### config.mk
export PLATFORM = sky130hd
export DESIGN_NAME = hb_interp2x
export DESIGN_NICKNAME = d
export VERILOG_FILES = /design/src/rtl/hbi_pkg.sv /design/src/rtl/hbi_tap_line.sv /design/src/rtl/hbi_phase_mac.sv /design/src/rtl/hbi_mixer.sv /design/src/rtl/hb_interp2x.sv
export SDC_FILE = /design/constraint.sdc
export NUM_CORES = 2
export LEC_CHECK = 0
export BUFFER_PORTS_ARGS = -buffer_cell sky130_fd_sc_hd__clkbuf_2
export CORE_AREA = 2 2 300 302
export CTS_CLUSTER_DIAMETER = 60
export CTS_CLUSTER_SIZE = 14
export DETAILED_ROUTE_END_ITERATION = 10
export DIE_AREA = 0 0 302 304
export GPL_ROUTABILITY_DRIVEN = 0
export GPL_TIMING_DRIVEN = 0
export PLACE_DENSITY = 0.76
export SYNTH_ARGS = -nofsm -noshare
export SYNTH_HDL_FRONTEND = slang
export SYNTH_SLANG_ARGS = --single-unit
### constraint.sdc
create_clock -name clk -period 17.3 [get_ports clk]
set_input_delay 3.46 -clock clk [delete_from_list [all_inputs] [get_ports clk]]
set_output_delay 3.46 -clock clk [all_outputs]
set_load 0.05 [all_outputs]
### src/rtl/hbi_pkg.sv
package hbi_pkg;
    localparam int NUM_TAPS   = 43;
    localparam int PHASE_TAPS = (NUM_TAPS + 1) / 2;
    localparam int CENTER_IDX = (NUM_TAPS - 3) / 4;
    localparam int COEF_SHIFT = 14;

    // Outer-to-inner coefficients of the non-trivial polyphase branch.
    function automatic int phase_coef(input int k);
        case (k)
            0:       return 10;
            1:       return -31;
            2:       return 69;
            3:       return -138;
            4:       return 248;
            5:       return -419;
            6:       return 678;
            7:       return -1083;
            8:       return 1776;
            9:       return -3282;
            10:      return 10364;
            default: return 0;
        endcase
    endfunction
endpackage

### src/rtl/hbi_tap_line.sv
module hbi_tap_line #(
    parameter int W     = 14,
    parameter int DEPTH = 22
) (
    input  logic                      clk,
    input  logic                      rst,
    input  logic                      shift_en,
    input  logic [W-1:0]              din,
    output logic [DEPTH-1:0][W-1:0]   taps
);
    logic [DEPTH-1:0][W-1:0] taps_d, taps_q;

    always_comb begin
        taps_d = taps_q;
        if (shift_en) begin
            taps_d[0] = din;
            for (int i = 1; i < DEPTH; i++) begin
                taps_d[i] = taps_q[i-1];
            end
        end
    end

    always_ff @(posedge clk) begin
        if (rst) taps_q <= '0;
        else     taps_q <= taps_d;
    end

    assign taps = taps_q;
endmodule

### src/rtl/hbi_phase_mac.sv
module hbi_phase_mac
    import hbi_pkg::*;
#(
    parameter int W     = 14,
    parameter int DEPTH = PHASE_TAPS,
    parameter int ACC_W = 32,
    parameter int SHIFT = COEF_SHIFT
) (
    input  logic [DEPTH-1:0][W-1:0] taps,
    output logic [W-1:0]            result
);
    localparam int PAIRS = DEPTH / 2;
    localparam int MAXV  = (1 << (W - 1)) - 1;
    localparam int MINV  = -(1 << (W - 1));

    logic signed [ACC_W-1:0] pair_sum [PAIRS];
    logic signed [ACC_W-1:0] prod     [PAIRS];
    logic signed [ACC_W-1:0] acc;
    logic signed [ACC_W-1:0] rounded;

    for (genvar g = 0; g < PAIRS; g++) begin : g_pair
        assign pair_sum[g] = ACC_W'($signed(taps[g])) + ACC_W'($signed(taps[DEPTH-1-g]));
        assign prod[g]     = pair_sum[g] * ACC_W'(phase_coef(g));
    end

    always_comb begin
        acc = '0;
        for (int i = 0; i < PAIRS; i++) begin
            acc = acc + prod[i];
        end
        rounded = (acc + ACC_W'(1 << (SHIFT - 1))) >>> SHIFT;
        if (rounded > ACC_W'(MAXV))      result = W'(MAXV);
        else if (rounded < ACC_W'(MINV)) result = W'(MINV);
        else                             result = rounded[W-1:0];
    end
endmodule

### src/rtl/hbi_mixer.sv
module hbi_mixer #(
    parameter int W = 14
) (
    input  logic         sel_b,
    input  logic         negate_en,
    input  logic [W-1:0] a_val,
    input  logic [W-1:0] b_val,
    output logic [W-1:0] y
);
    localparam logic [W-1:0] MIN_CODE = {1'b1, {(W-1){1'b0}}};
    localparam logic [W-1:0] MAX_CODE = {1'b0, {(W-1){1'b1}}};

    always_comb begin
        if (!sel_b)                y = a_val;
        else if (!negate_en)       y = b_val;
        else if (b_val == MIN_CODE) y = MAX_CODE;
        else                       y = ~b_val + 1'b1;
    end
endmodule

### src/rtl/hb_interp2x.sv
module hb_interp2x
    import hbi_pkg::*;
#(
    parameter int SAMPLE_W = 14,
    parameter int ACC_W    = 32
) (
    input  logic                clk,
    input  logic                rst,
    input  logic                in_valid,
    input  logic [SAMPLE_W-1:0] in_data,
    input  logic                hp_mode,
    output logic                out_valid,
    output logic [SAMPLE_W-1:0] out_data
);
    localparam int DEPTH  = PHASE_TAPS;
    localparam int CNT_W  = $clog2(DEPTH + 1);
    localparam int CENTER = CENTER_IDX;

    typedef struct packed {
        logic                a_due;
        logic                b_due;
        logic [CNT_W-1:0]    fill;
        logic                vld;
        logic                is_b;
        logic [SAMPLE_W-1:0] data;
    } ctl_t;

    ctl_t st_d, st_q;

    logic                         accept;
    logic                         line_full;
    logic [DEPTH-1:0][SAMPLE_W-1:0] taps;
    logic [SAMPLE_W-1:0]          phase_a;
    logic [SAMPLE_W-1:0]          center_tap;
    logic [SAMPLE_W-1:0]          mix_y;
    logic                         emit_b_q;
    logic                         a_due_q;

    assign accept     = in_valid && !st_q.a_due;
    assign line_full  = (st_q.fill == CNT_W'(DEPTH));
    assign center_tap = taps[CENTER];

    hbi_tap_line #(.W(SAMPLE_W), .DEPTH(DEPTH)) u_line (
        .clk      (clk),
        .rst      (rst),
        .shift_en (accept),
        .din      (in_data),
        .taps     (taps)
    );

    hbi_phase_mac #(.W(SAMPLE_W), .DEPTH(DEPTH), .ACC_W(ACC_W), .SHIFT(COEF_SHIFT)) u_mac (
        .taps   (taps),
        .result (phase_a)
    );

    hbi_mixer #(.W(SAMPLE_W)) u_mix (
        .sel_b     (st_q.b_due),
        .negate_en (hp_mode),
        .a_val     (phase_a),
        .b_val     (center_tap),
        .y         (mix_y)
    );

    always_comb begin
        st_d       = st_q;
        st_d.a_due = accept;
        st_d.b_due = st_q.a_due;
        if (accept && !line_full) st_d.fill = st_q.fill + 1'b1;
        st_d.vld  = (st_q.a_due || st_q.b_due) && line_full;
        st_d.is_b = st_q.b_due;
        if (st_q.a_due || st_q.b_due) st_d.data = mix_y;
    end

    always_ff @(posedge clk) begin
        if (rst) st_q <= '0;
        else     st_q <= st_d;
    end

    assign out_valid = st_q.vld;
    assign out_data  = st_q.data;
    assign emit_b_q  = st_q.is_b;
    assign a_due_q   = st_q.a_due;
endmodule

==> summary.md <==
| Metric | Value |
|---|---|
| Status | complete, no violations |
| Post-synth ARST share | 0% |
| Crit path arrival time | approximately 17 ns |
| Max clock buf depth | 3 |
| WL met1 | about 60 mm |
| Port Buffers | 31 |
| CP delay by family, top | adder cells |
| Initial antenna violation count | 0 |
| Worst stage delay on the critical path | between 0.8 and 0.9 ns |
| Max Slew Vio Count | 0 |
| Core ar. | between 80000 and 90000 µm² |
| Final worst path period need | 16.15 ns |
| Worst r2r src | u_line.taps[127] |
| Die Span Y | between 300 and 400 µm |
| Syn Inst Count | 5928 |
| Wire per inst | ~20 µm |
| Sequential fraction of the synthesis area | between 10% and 20% |
| Total Power | between 3 and 4 mW |
| Chip Width | about 300 µm |
| Detailed Routing Iterations Pass 1 | 8 |
| Crit path top cell by count | fa_1 |
| Starting density of the core | around three fifths |
| Nets@finish | 7669 |
| Critical Path Start | u_line.taps[127] |
| Clk Tree Root Cell | clkbuf_16 |
| Largest net degree at the start of global routing | 22 |
| GRT Residual Overflow | 0 |
| # H-tree levels | 2 |
| Worst setup path category | flip-flop to flip-flop |
| Vias per Instance | 5.586 |
| Antenna diodes | 0 |
| Tcrit/Tclk final | roughly 93% |
| Syn Nets | approximately 7600 |
| Max VDD drop | ~290 µV |
| DR DRC count | 0 |
| Final Hold Fails | 0 |
| Top fanout value on the critical path | 10 |
| Critical path buffer and inverter count | 10 |
| Setup TNS | 0 ns |
| Yosys Warn Count | 0 |
| Mapped cell area | about 53000 µm² |
| Mean Syn Cell Area | around 9 µm² |
| Max Fclk | between 60 and 70 MHz |
| Final setup fails | 0 |
| Worst Setup End Kind | flip-flop |
| Clk sinks | between 300 and 400 |
| Commonest non-fill, non-tap cell in the layout | inv_1 |
| Crit start category | flip-flop |
| Top sig layer | met4 |
| Initial DRC Count | roughly 3400 |
| Maxcap violations | 0 |
| Synth unique cells | approximately 80 |
| Worst-Margin Slew | about 1.3 ns |
| Vias in the first global route | a little over 40000 |
| Num CTS Buffers | 35 |
| Final setup margin | roughly 1.2 ns |
| Layout cell share with drive strength beyond 1 | under 10% |
| Critical path required time | ~18 ns |
| Syn-to-layout area delta | 5.057% |
| Worst hold path type | flip-flop to flip-flop |
| Postcts setup bufs | 0 |
| Post-synth EDFFs | 0 |
| Metal2 WL | about 63 mm |
| Row Count | 110 |
| Met3 WL | 12.65 mm |
| Clock transition at the registers of the reported paths | about 0.070 ns |
| Cts repair resizes | 0 |
| Tot GR Track Use | 31.95% |
| Most frequent cells in the layout | inv_1 (1389), ha_1 (865), fa_1 (790) |
| Die ar. | about 90000 µm² |
| Leak | approximately 29 nW |
| Clk_skew | 0.03984 ns |
| CTS Hold Buffers Added | 0 |
| Pwr Density | 66.85 nW/µm² |
| IO Pins | 33 |
| Worst-skew pair later-pin latency | about 0.57 ns |
| Hold Crit Start | u_line.taps[303] |
| RSZ-0062 raised after global routing | false |
| Fillers | approximately 7400 |
| Slowest CP cell | o31ai_1 |
| CTS tree | built |
| First-pass GRT wire length | about 230 mm |
| Antenna viol nets, final | 0 |
| Register bit total from synthesis | 330 |
| Ys flop type | dfxtp_1 |
| Place WS | approximately 1.4 ns |
| Total vias in the final route | about 40000 |
| Post-DP HPWL | 124.9 mm |
| DRT Wirelength | 142.6 mm |
| Rel. slew slack | 10.83% |
worst register-to-register path, delay by kind of cell, from the launching register on:
| family | cells | cell delay (ns) |
|---|---|---|
| adders and majority gates | 17 | 7.60 |
| AOI/OAI and AO/OA | 19 | 4.96 |
| xor gates and xnor gates | 5 | 1.71 |
| buffers and inverters | 10 | 0.86 |
| DFF | 1 | 0.49 |
| and+or+nand+nor | 3 | 0.40 |
synthesized netlist by cell type, drive strengths merged (13+ instances only):
cell	instances	area, µm²
inv	1391	5221
a21oi	510	2567
nor2b	30	187.7
dfxtp	330	6606
nand3	21	105.1
a21boi	18	135.1
or2	13	81.33
ha	865	10820
and3	16	100.1
o31ai	15	112.6
clkbuf	111	416.7
and2	24	151.4
fa	790	15820
a21o	55	412.9
nand2	719	2699
nor2	138	518.0
nor3	38	195.2
o21bai	75	563.0
o21ai	135	679.4
xor2	113	989.7
a31oi	16	106.4
nand2b	31	193.9
buf	24	156.4
xnor2	240	2110
o21a	30	225.2
a211oi	18	150.2
routing by layer:
| layer | up-vias | global-route usage, % |
|---|---|---|
| li1 | 18723 | - |
| met1 | 19672 | 44.06 |
| met2 | 1441 | 48.67 |
| met3 | 308 | 6.497 |
| met4 | 0 | 14.06 |
| met5 | - | 0 |
registers in the layout (all words and copies together), names as in the netlist:
register,flops
u_line.taps,308
out_data,14
st_q,5
a_due_q,1
out_valid,1
st_d,1
cells by family (layout without fill, tap and decap cells):
kind of cell	count (synthesis)	in the layout	synth area share [%]
fa+ha+maj	1655	1655	50.49
buf+inv	1527	1610	10.99
simple gates	1081	1081	8.688
compound gates	966	966	11.05
xor+xnor	356	356	6.005
flops	330	330	12.52
mux	12	12	0.2467
other cells	1	1	0.007108
path summary, 6_finish.rpt:
| path | end | slack [ns] | cells past startpoint |
|---|---|---|---|
| min reg2reg | u_line.taps[303] | 0.47 | 2 |
| max reg2reg | out_data[4] | 1.15 | 54 |
| max | out_data[4] | 1.15 | 54 |
| min | u_line.taps[303] | 0.47 | 2 |
final cells by class:
cell class | instances | area, µm² | share of cell area [%]
plain buffers | 135 | 573.1 | 1.034
clock buffers | 38 | 897.1 | 1.619
clock inverters | 14 | 143.9 | 0.2596
inverters | 1392 | 5225 | 9.428
multi-input cells | 4071 | 40350 | 72.80
flip-flops and latches | 330 | 6606 | 11.92
well taps | 1176 | 1471 | 2.655
repair buffers | 31 | 155.1 | 0.2799
through the flow:
stage / util [%] / hold WS [ns] / instances / instance area (µm²)
2_1_floorplan: - / 0.4400 / 5928 / 52750
3_3_place_gp: 61.07 / 0.4528 / 7135 / 54380
4_1_cts: 62.24 / 0.4651 / 7187 / 55420
3_5_place_dp: 61.07 / 0.4562 / 7135 / 54380
5_1_grt: 62.24 / 0.4829 / 7187 / 55420
6_report: 62.24 / 0.4691 / 7187 / 55420
power breakdown:
group	switching, mW	internal (mW)
clock network	0.342	0.382
logic	1.36	0.832
registers	0.0174	0.774
Note: power is estimated with default switching activity, not from simulation.
